`src/rtl/eqspi_pkg.sv`:
```
`timescale 1ns/1ps
package eqspi_pkg;

    localparam int ADDR_W  = 7;
    localparam int DATA_W  = 8;
    localparam int CLEN_W  = 5;
    localparam int CODE_W  = 3;
    localparam int FINE_W  = 4;
    localparam int CMD_W   = 1 + ADDR_W;
    localparam int FRAME_W = CMD_W + DATA_W;

    typedef enum logic [1:0] {
        SLP_ON    = 2'b00,
        SLP_AUTO  = 2'b01,
        SLP_FORCE = 2'b10,
        SLP_RSVD  = 2'b11
    } sleep_mode_t;

    // views of the writable bytes
    typedef struct packed {
        logic        mute;
        logic        bypass;
        sleep_mode_t sleep;
        logic        ext;
    } gen_reg_t;

    typedef struct packed {
        logic [CODE_W-1:0] swing;
        logic [CODE_W-1:0] offset;
    } drv_reg_t;

    typedef struct packed {
        logic              coarse;
        logic [FINE_W-1:0] fine;
    } launch_reg_t;

    typedef struct packed {
        logic              sleep;
        logic              mute;
        logic              bypass;
        logic              ext;
        logic [CODE_W-1:0] swing;
        logic [CODE_W-1:0] offset;
        logic              coarse;
        logic [FINE_W-1:0] fine;
    } ctrl_t;

    localparam logic [ADDR_W-1:0] ADR_GEN    = 7'h00;
    localparam logic [ADDR_W-1:0] ADR_DRV    = 7'h01;
    localparam logic [ADDR_W-1:0] ADR_LAUNCH = 7'h02;
    localparam logic [ADDR_W-1:0] ADR_CLEN   = 7'h03;
    localparam logic [ADDR_W-1:0] ADR_ID     = 7'h04;

    localparam logic [DATA_W-1:0] DIE_REV     = 8'h02;
    localparam logic [DATA_W-1:0] MASK_GEN    = 8'h7C;
    localparam logic [DATA_W-1:0] MASK_DRV    = 8'hFC;
    localparam logic [DATA_W-1:0] MASK_LAUNCH = 8'hF8;
    localparam logic [DATA_W-1:0] RST_GEN     = 8'h08;
    localparam logic [DATA_W-1:0] RST_DRV     = 8'h64;
    localparam logic [DATA_W-1:0] RST_LAUNCH  = 8'h00;

    function automatic logic sleep_req(sleep_mode_t mode, logic carrier);
        case (mode)
            SLP_ON:    return 1'b0;
            SLP_FORCE: return 1'b1;
            default:   return ~carrier;   // auto, and reserved treated as auto
        endcase
    endfunction

endpackage

```
`src/rtl/eqspi_sync.sv`:
```
`timescale 1ns/1ps
module eqspi_sync #(
    parameter int              W       = 3,
    parameter int              STAGES  = 2,
    parameter logic [W-1:0]    RST_VAL = '0
) (
    input  logic         clk,
    input  logic         rst,
    input  logic [W-1:0] async_in,
    output logic [W-1:0] sync_out
);
    logic [W-1:0] stage_q [STAGES];

    always_ff @(posedge clk) begin
        if (rst) begin
            for (int i = 0; i < STAGES; i++) stage_q[i] <= RST_VAL;
        end else begin
            stage_q[0] <= async_in;
            for (int i = 1; i < STAGES; i++) stage_q[i] <= stage_q[i-1];
        end
    end

    assign sync_out = stage_q[STAGES-1];
endmodule

```
`src/rtl/eqspi_frame.sv`:
```
`timescale 1ns/1ps
module eqspi_frame
    import eqspi_pkg::*;
(
    input  logic              clk,
    input  logic              rst,
    input  logic              enable,
    input  logic              sck_s,
    input  logic              ss_n_s,
    input  logic              mosi_s,
    input  logic [DATA_W-1:0] rd_data,
    output logic [ADDR_W-1:0] rd_addr,
    output logic              wr_en,
    output logic [ADDR_W-1:0] wr_addr,
    output logic [DATA_W-1:0] wr_data,
    output logic              miso,
    output logic              miso_oe
);
    localparam int CNT_W = $clog2(FRAME_W + 1);

    logic                 sck_q;
    logic [FRAME_W-2:0]   shift_q;
    logic [FRAME_W-1:0]   shift_next;
    logic [CNT_W-1:0]     cnt_q;
    logic                 rd_act_q;
    logic                 oe_q;
    logic [DATA_W-1:0]    tx_q;
    logic                 idle, rise, fall;

    assign idle       = ss_n_s | ~enable;
    assign rise       = sck_s & ~sck_q;
    assign fall       = ~sck_s & sck_q;
    assign shift_next = {shift_q, mosi_s};
    assign rd_addr    = shift_next[ADDR_W-1:0];

    always_ff @(posedge clk) begin
        if (rst) begin
            sck_q    <= 1'b0;
            shift_q  <= '0;
            cnt_q    <= '0;
            rd_act_q <= 1'b0;
            oe_q     <= 1'b0;
            tx_q     <= '0;
            wr_en    <= 1'b0;
            wr_addr  <= '0;
            wr_data  <= '0;
        end else begin
            sck_q <= sck_s;
            wr_en <= 1'b0;
            if (idle) begin
                cnt_q    <= '0;
                rd_act_q <= 1'b0;
                oe_q     <= 1'b0;
            end else begin
                if (rise && cnt_q < CNT_W'(FRAME_W)) begin
                    shift_q <= shift_next[FRAME_W-2:0];
                    cnt_q   <= cnt_q + 1'b1;
                    if (cnt_q == CNT_W'(CMD_W - 1) && shift_next[CMD_W-1]) begin
                        rd_act_q <= 1'b1;
                        tx_q     <= rd_data;
                    end
                    if (cnt_q == CNT_W'(FRAME_W - 1) && !shift_next[FRAME_W-1]) begin
                        wr_en   <= 1'b1;
                        wr_addr <= shift_next[FRAME_W-2:DATA_W];
                        wr_data <= shift_next[DATA_W-1:0];
                    end
                end
                if (fall && rd_act_q) begin
                    if (!oe_q) oe_q <= 1'b1;
                    else       tx_q <= {tx_q[DATA_W-2:0], 1'b0};
                end
            end
        end
    end

    assign miso    = oe_q & tx_q[DATA_W-1];
    assign miso_oe = oe_q;


    oe_idle_chk: assert property (@(posedge clk) disable iff (rst)
        idle |=> !miso_oe);


    write_no_drive_chk: assert property (@(posedge clk) disable iff (rst)
        wr_en |-> !oe_q);
endmodule

```
`src/rtl/eqspi_regs.sv`:
```
`timescale 1ns/1ps
module eqspi_regs
    import eqspi_pkg::*;
(
    input  logic              clk,
    input  logic              rst,
    input  logic              wr_en,
    input  logic [ADDR_W-1:0] wr_addr,
    input  logic [DATA_W-1:0] wr_data,
    input  logic [ADDR_W-1:0] rd_addr,
    input  logic              carrier,
    input  logic [CLEN_W-1:0] cable_len,
    output logic [DATA_W-1:0] rd_data,
    output gen_reg_t          gen,
    output drv_reg_t          drv,
    output launch_reg_t       launch
);
    logic [DATA_W-1:0] gen_q, drv_q, launch_q;

    always_ff @(posedge clk) begin
        if (rst) begin
            gen_q    <= RST_GEN;
            drv_q    <= RST_DRV;
            launch_q <= RST_LAUNCH;
        end else if (wr_en) begin
            case (wr_addr)
                ADR_GEN:    gen_q    <= wr_data & MASK_GEN;
                ADR_DRV:    drv_q    <= wr_data & MASK_DRV;
                ADR_LAUNCH: launch_q <= wr_data & MASK_LAUNCH;
                default:    ;
            endcase
        end
    end

    assign gen    = gen_reg_t'(gen_q[6:2]);
    assign drv    = drv_reg_t'(drv_q[7:2]);
    assign launch = launch_reg_t'(launch_q[7:3]);

    always_comb begin
        case (rd_addr)
            ADR_GEN:    rd_data = gen_q | {carrier, {(DATA_W-1){1'b0}}};
            ADR_DRV:    rd_data = drv_q;
            ADR_LAUNCH: rd_data = launch_q;
            ADR_CLEN:   rd_data = {cable_len, {(DATA_W-CLEN_W){1'b0}}};
            ADR_ID:     rd_data = DIE_REV;
            default:    rd_data = '0;
        endcase
    end


    ro_write_ignored_chk: assert property (@(posedge clk) disable iff (rst)
        wr_en && (wr_addr > ADR_LAUNCH) |=> $stable(gen_q) && $stable(drv_q) && $stable(launch_q));


    reset_default_chk: assert property (@(posedge clk) disable iff (rst)
        $past(rst) |-> gen_q == RST_GEN && drv_q == RST_DRV && launch_q == RST_LAUNCH);
endmodule

```
`src/rtl/eqspi_ctrl.sv`:
```
`timescale 1ns/1ps
module eqspi_ctrl
    import eqspi_pkg::*;
(
    input  logic        clk,
    input  logic        rst,
    input  logic        spi_en,
    input  logic        carrier,
    input  gen_reg_t    gen,
    input  drv_reg_t    drv,
    input  launch_reg_t launch,
    input  logic        pin_mute,
    input  logic        pin_bypass,
    input  logic        pin_autosleep,
    output ctrl_t       ctl
);
    localparam drv_reg_t    DRV_DEF    = drv_reg_t'(RST_DRV[7:2]);
    localparam launch_reg_t LAUNCH_DEF = launch_reg_t'(RST_LAUNCH[7:3]);

    sleep_mode_t mode;
    logic        mute_b, byp_b, slp;
    ctrl_t       nxt;

    always_comb begin
        mode   = spi_en ? gen.sleep  : (pin_autosleep ? SLP_AUTO : SLP_ON);
        mute_b = spi_en ? gen.mute   : pin_mute;
        byp_b  = spi_en ? gen.bypass : pin_bypass;
        slp    = sleep_req(mode, carrier);

        nxt.sleep  = slp;
        nxt.mute   = ~slp & mute_b;
        nxt.bypass = ~slp & ~mute_b & byp_b;
        nxt.ext    = spi_en & gen.ext;
        nxt.swing  = spi_en ? drv.swing     : DRV_DEF.swing;
        nxt.offset = spi_en ? drv.offset    : DRV_DEF.offset;
        nxt.coarse = spi_en ? launch.coarse : LAUNCH_DEF.coarse;
        nxt.fine   = spi_en ? launch.fine   : LAUNCH_DEF.fine;
    end

    always_ff @(posedge clk) begin
        if (rst) begin
            ctl        <= '0;
            ctl.swing  <= DRV_DEF.swing;
            ctl.offset <= DRV_DEF.offset;
        end else begin
            ctl <= nxt;
        end
    end


    sleep_over_mute_chk: assert property (@(posedge clk) disable iff (rst)
        ctl.sleep |-> !ctl.mute && !ctl.bypass);


    mute_over_bypass_chk: assert property (@(posedge clk) disable iff (rst)
        ctl.mute |-> !ctl.bypass);


    force_sleep_chk: assert property (@(posedge clk) disable iff (rst)
        spi_en && gen.sleep == SLP_FORCE |=> ctl.sleep);


    pin_mute_chk: assert property (@(posedge clk) disable iff (rst)
        !spi_en && !pin_autosleep |=> ctl.mute == $past(pin_mute));
endmodule

```
`src/rtl/eq_spi_ctrl.sv`:
```
`timescale 1ns/1ps
module eq_spi_ctrl
    import eqspi_pkg::*;
(
    input  logic              clk,
    input  logic              rst,
    input  logic              spi_en,
    input  logic              sck,
    input  logic              ss_n,
    input  logic              mosi,
    output logic              miso,
    output logic              miso_oe,
    input  logic              carrier_det,
    input  logic [CLEN_W-1:0] cable_len,
    input  logic              pin_mute,
    input  logic              pin_bypass,
    input  logic              pin_autosleep,
    output logic              eq_sleep,
    output logic              out_mute,
    output logic              eq_bypass,
    output logic              ext_reach,
    output logic [CODE_W-1:0] swing_code,
    output logic [CODE_W-1:0] offset_code,
    output logic              launch_coarse,
    output logic [FINE_W-1:0] launch_fine
);
    logic [2:0]        pins_s;
    logic [ADDR_W-1:0] rd_addr, wr_addr;
    logic [DATA_W-1:0] rd_data, wr_data;
    logic              wr_en;
    gen_reg_t          gen;
    drv_reg_t          drv;
    launch_reg_t       launch;
    ctrl_t             ctl;

    eqspi_sync #(.W(3), .STAGES(2), .RST_VAL(3'b010)) u_sync (
        .clk(clk), .rst(rst),
        .async_in({sck, ss_n, mosi}),
        .sync_out(pins_s)
    );

    eqspi_frame u_frame (
        .clk(clk), .rst(rst), .enable(spi_en),
        .sck_s(pins_s[2]), .ss_n_s(pins_s[1]), .mosi_s(pins_s[0]),
        .rd_data(rd_data), .rd_addr(rd_addr),
        .wr_en(wr_en), .wr_addr(wr_addr), .wr_data(wr_data),
        .miso(miso), .miso_oe(miso_oe)
    );

    eqspi_regs u_regs (
        .clk(clk), .rst(rst),
        .wr_en(wr_en), .wr_addr(wr_addr), .wr_data(wr_data),
        .rd_addr(rd_addr), .carrier(carrier_det), .cable_len(cable_len),
        .rd_data(rd_data), .gen(gen), .drv(drv), .launch(launch)
    );

    eqspi_ctrl u_ctrl (
        .clk(clk), .rst(rst), .spi_en(spi_en), .carrier(carrier_det),
        .gen(gen), .drv(drv), .launch(launch),
        .pin_mute(pin_mute), .pin_bypass(pin_bypass), .pin_autosleep(pin_autosleep),
        .ctl(ctl)
    );

    assign eq_sleep      = ctl.sleep;
    assign out_mute      = ctl.mute;
    assign eq_bypass     = ctl.bypass;
    assign ext_reach     = ctl.ext;
    assign swing_code    = ctl.swing;
    assign offset_code   = ctl.offset;
    assign launch_coarse = ctl.coarse;
    assign launch_fine   = ctl.fine;


    pin_mode_quiet_chk: assert property (@(posedge clk) disable iff (rst)
        !spi_en |=> !miso_oe);
endmodule

```
`config.mk`:
```
export PLATFORM = sky130hd
export DESIGN_NAME = eq_spi_ctrl
export DESIGN_NICKNAME = d
export VERILOG_FILES = /design/src/rtl/eqspi_pkg.sv /design/src/rtl/eqspi_sync.sv /design/src/rtl/eqspi_frame.sv /design/src/rtl/eqspi_regs.sv /design/src/rtl/eqspi_ctrl.sv /design/src/rtl/eq_spi_ctrl.sv
export SDC_FILE = /design/constraint.sdc
export NUM_CORES = 1
export LEC_CHECK = 0
export BUFFER_PORTS_ARGS = -buffer_cell sky130_fd_sc_hd__buf_4
export CAP_MARGIN = 5
export CORE_MARGIN = 8
export CORE_UTILIZATION = 59
export CTS_CLUSTER_SIZE = 28
export DETAILED_ROUTE_END_ITERATION = 16
export GPL_TIMING_DRIVEN = 0
export MAX_ROUTING_LAYER = met4
export PLACE_DENSITY = 0.79
export SLEW_MARGIN = 20
export SYNTH_ARGS = -nofsm -noshare
export SYNTH_HDL_FRONTEND = slang
export SYNTH_HIERARCHICAL = 1
export SYNTH_SLANG_ARGS = --single-unit
```
`constraint.sdc`:
```
create_clock -name clk -period 2.2 [get_ports clk]
set_input_delay 0.22 -clock clk [delete_from_list [all_inputs] [get_ports clk]]
set_output_delay 0.22 -clock clk [all_outputs]
set_load 0.01 [all_outputs]
```
==> impl_results.md <==
* Finish-stage setup viols at 0
* Period Utilization, post-route at 90.9%
* Internal at between 2000 and 2500 uW
* WL/cell at around 16 um
* Clock Pin Slew Worst Setup and Hold Paths at about 0.080 ns
* Detailed-route DRC error count at 0
* Setup TNS at 0 ns
* Clock Path Buffers at 2
* Slowest-stage cell, CP: nor4_1
* Post-Route WL at approximately 8 mm
* Worst slew pin tran at roughly 0.59 ns
* CTS Root Cell: clkbuf_8
* Worst path cell trace: buf_4 > nor4_1 > nand2b_1 > nor3_1 > and3b_1 > nand4_1 > a41oi_1
* Syn avg cell area at about 9.3 um2
* # IOs at 32
* Die W at 94.8 um
* Row count at 28
* Gate Count Post-Synth at 393
* CTS tree: done
* DRT iter0 DRCs at about 170
* Share of cells above drive strength 1 at a little under a fifth
* Critical Path Source Type: flop
* Comb pwr share at 5.6%
* Delay-heaviest family, CP: simple AND/OR/NAND/NOR gates
* GRT Total Usage at about 20%
* Die area at between 0.008 and 0.009 mm2
* DRT Pass-1 Iters at 5
* Post-Syn Area at 0.00366 mm2
* Largest net degree at the start of global routing at 20
* Maxcap violations at 0
* Post-DRT Antenna Nets at 0
* Final layout net count at 450
* Worst path max stage delay at roughly 0.54 ns
* Vias in the first global route at 2878
* VDD IR max at about 370 uV
* Clock power share at approximately 40%
* Tmin final at between 1.5 and 2 ns
* Placed Area at around 0.0040 mm2
* WP data arrival at between 2 and 2.5 ns
* Buffers and inverters on the worst path at 1
* Final non-filler cell area at around 0.0042 mm2
* Htree depth at 3
* Core footprint at between 0.005 and 0.006 mm2
* Hpwl dp at around 6.1 mm
* Leak at about 0.0015 uW
* Antenna violations before repair at 0
* Crit Path Max Fanout at 6
* Syn nets at 410
* Kind of critical path: flop to flop
* Final RePlAce weighted congestion at between 0.8 and 0.9
* Global-route wire length before repair at 13.6 mm
* Hold_buf cts at 0
* Reg power frac at 54.2%
* CTS Buf Count at 9
* Reg2Reg Depth at 7
* Starting Density at between 60% and 70%
* Hold depth at 2
* Yosys Warn Count at 6
* Max Clk Rate at around 500 MHz
* Clock skew at between 0.007 and 0.008 ns
* Crit. End Element: flop
* PD cells at 668 mW/mm2
* Sink Count at a little over 80
* Levels on crit path at 7
* Port Buffer Count at 31
* Placement Setup Slack at 0.0309 ns
* Switching share of total power at between 20% and 30%
* Area Growth Syn to Fin at 14.3%
* Outcome: finished clean
* Worst Hold Slack at ~0.046 ns
* Final WS setup at 0.201 ns
* Die height at around 95 um
* Vias at around 3000
* Worst path required time at around 2.5 ns
* Clock Latency Late Sink at 0.35 ns
* Rel. slew slack at 60.6%
* Total gr overflow at 0
* Slew Limit Fails at 0
* Final Total Pwr at roughly 2800 uW
* Hold Fails Final Rpt at 0
* HP Class: primary input to flop
* Unrepaired setup endpoints after global routing: no
* Antenna Cells at 0
* Via-to-Cell Ratio at slightly below 6
* Sw Pwr at 633 uW
[per-layer routing]
| layer | part of all wire (%) | global-route usage (%) | wire length (um) | vias up |
|---|---|---|---|---|
| met4 | 1.5 | 7.28 | 125 | 0 |
| li1 | - | - | - | 1490 |
| met2 | 47 | 31.6 | 3890 | 81 |
| met5 | 0 | - | 0 | - |
| met1 | 46 | 23.5 | 3740 | 1404 |
| met3 | 5.4 | 4.92 | 443 | 14 |
[layout by cell type, fill, tap and decap left out, types with 2 or more instances in the layout]
master    instances
clkbuf_8         11
a41oi_1           7
nor2_1           14
a31oi_1           2
or2_1             2
nand3_1          23
mux4_2            5
and3b_1           8
nand2_1          11
and4b_1           2
clkbuf_1         21
nand4b_1          2
nor4_2            2
nand2b_1         26
inv_1             5
ha_1              2
and2_1           10
nor3_1            3
o31ai_1          13
and3_1            2
a21oi_1          33
dfxtp_1          82
o211ai_1          8
nor2b_1          12
or4_1             2
buf_4            42
mux2i_1          19
or3_1             3
nand4_1          21
o21ai_0          17
nor4_1            2
buf_2            12
[area by class of cell]
class / instances / area (um2)
Buffer: 44 / 229
Clock buffer: 13 / 159
Clock inverter: 3 / 46.3
Fill cell: 463 / 1770
Inverter: 5 / 18.8
Multi-Input combinational cell: 260 / 1770
Sequential cell: 82 / 1640
Tap cell: 75 / 93.8
Timing Repair Buffer: 31 / 233
[state kept, by name, indices dropped and copies added (netlist names), 5 cells and up]
signal and count:
u_ctrl/ctl 15, u_frame/shift_q 15, u_frame/tx_q 8, u_frame/wr_addr 7
u_frame/wr_data 6, u_regs/drv_q 6, u_sync/stage_q 6, u_frame/cnt_q 5
u_regs/gen_q 5, u_regs/launch_q 5
[repair_timing]
| action | in CTS | in global routing |
|---|---|---|
| hold endpoints to repair | 0 | 0 |
| endpoints found under the setup margin | 0 | 5 |
| setup buffers | 0 | 0 |
| gates resized for setup | 0 | 0 |
[power by group through the flow]
stage | combinational (uW) | clock, uW | sequential, uW
6_report | 158 | 1120 | 1520
5_1_grt | 174 | 1210 | 1520
4_1_cts | 158 | 1150 | 1520
3_5_place_dp | 157 | 0 | 1550
3_3_place_gp | 154 | 0 | 1550
2_1_floorplan | 101 | 0 | 1550
[final timing paths]
| path | endpoint | startpoint | slack, ns |
|---|---|---|---|
| min reg2reg | u_sync/stage_q[0][4]$_SDFF_PP1_ | u_sync/stage_q[0][1]$_SDFF_PP1_ | 0.42 |
| max | u_frame/tx_q[2]$_SDFFE_PP0N_ | u_frame/shift_q[4]$_SDFFE_PP0P_ | 0.20 |
| min | u_sync/stage_q[0][1]$_SDFF_PP1_ | ss_n | 0.05 |
| max reg2reg | u_frame/tx_q[2]$_SDFFE_PP0N_ | u_frame/shift_q[4]$_SDFFE_PP0P_ | 0.20 |
[metrics by stage]
| step | cells | utilization [%] |
|---|---|---|
| after floorplan | 393 | - |
| after global placement | 499 | 67.0 |
| after detailed placement | 499 | 67.0 |
| after CTS | 515 | 70.4 |
| after global routing | 513 | 70.3 |
| final | 513 | 70.3 |
Power figures use the tool's default switching activity.
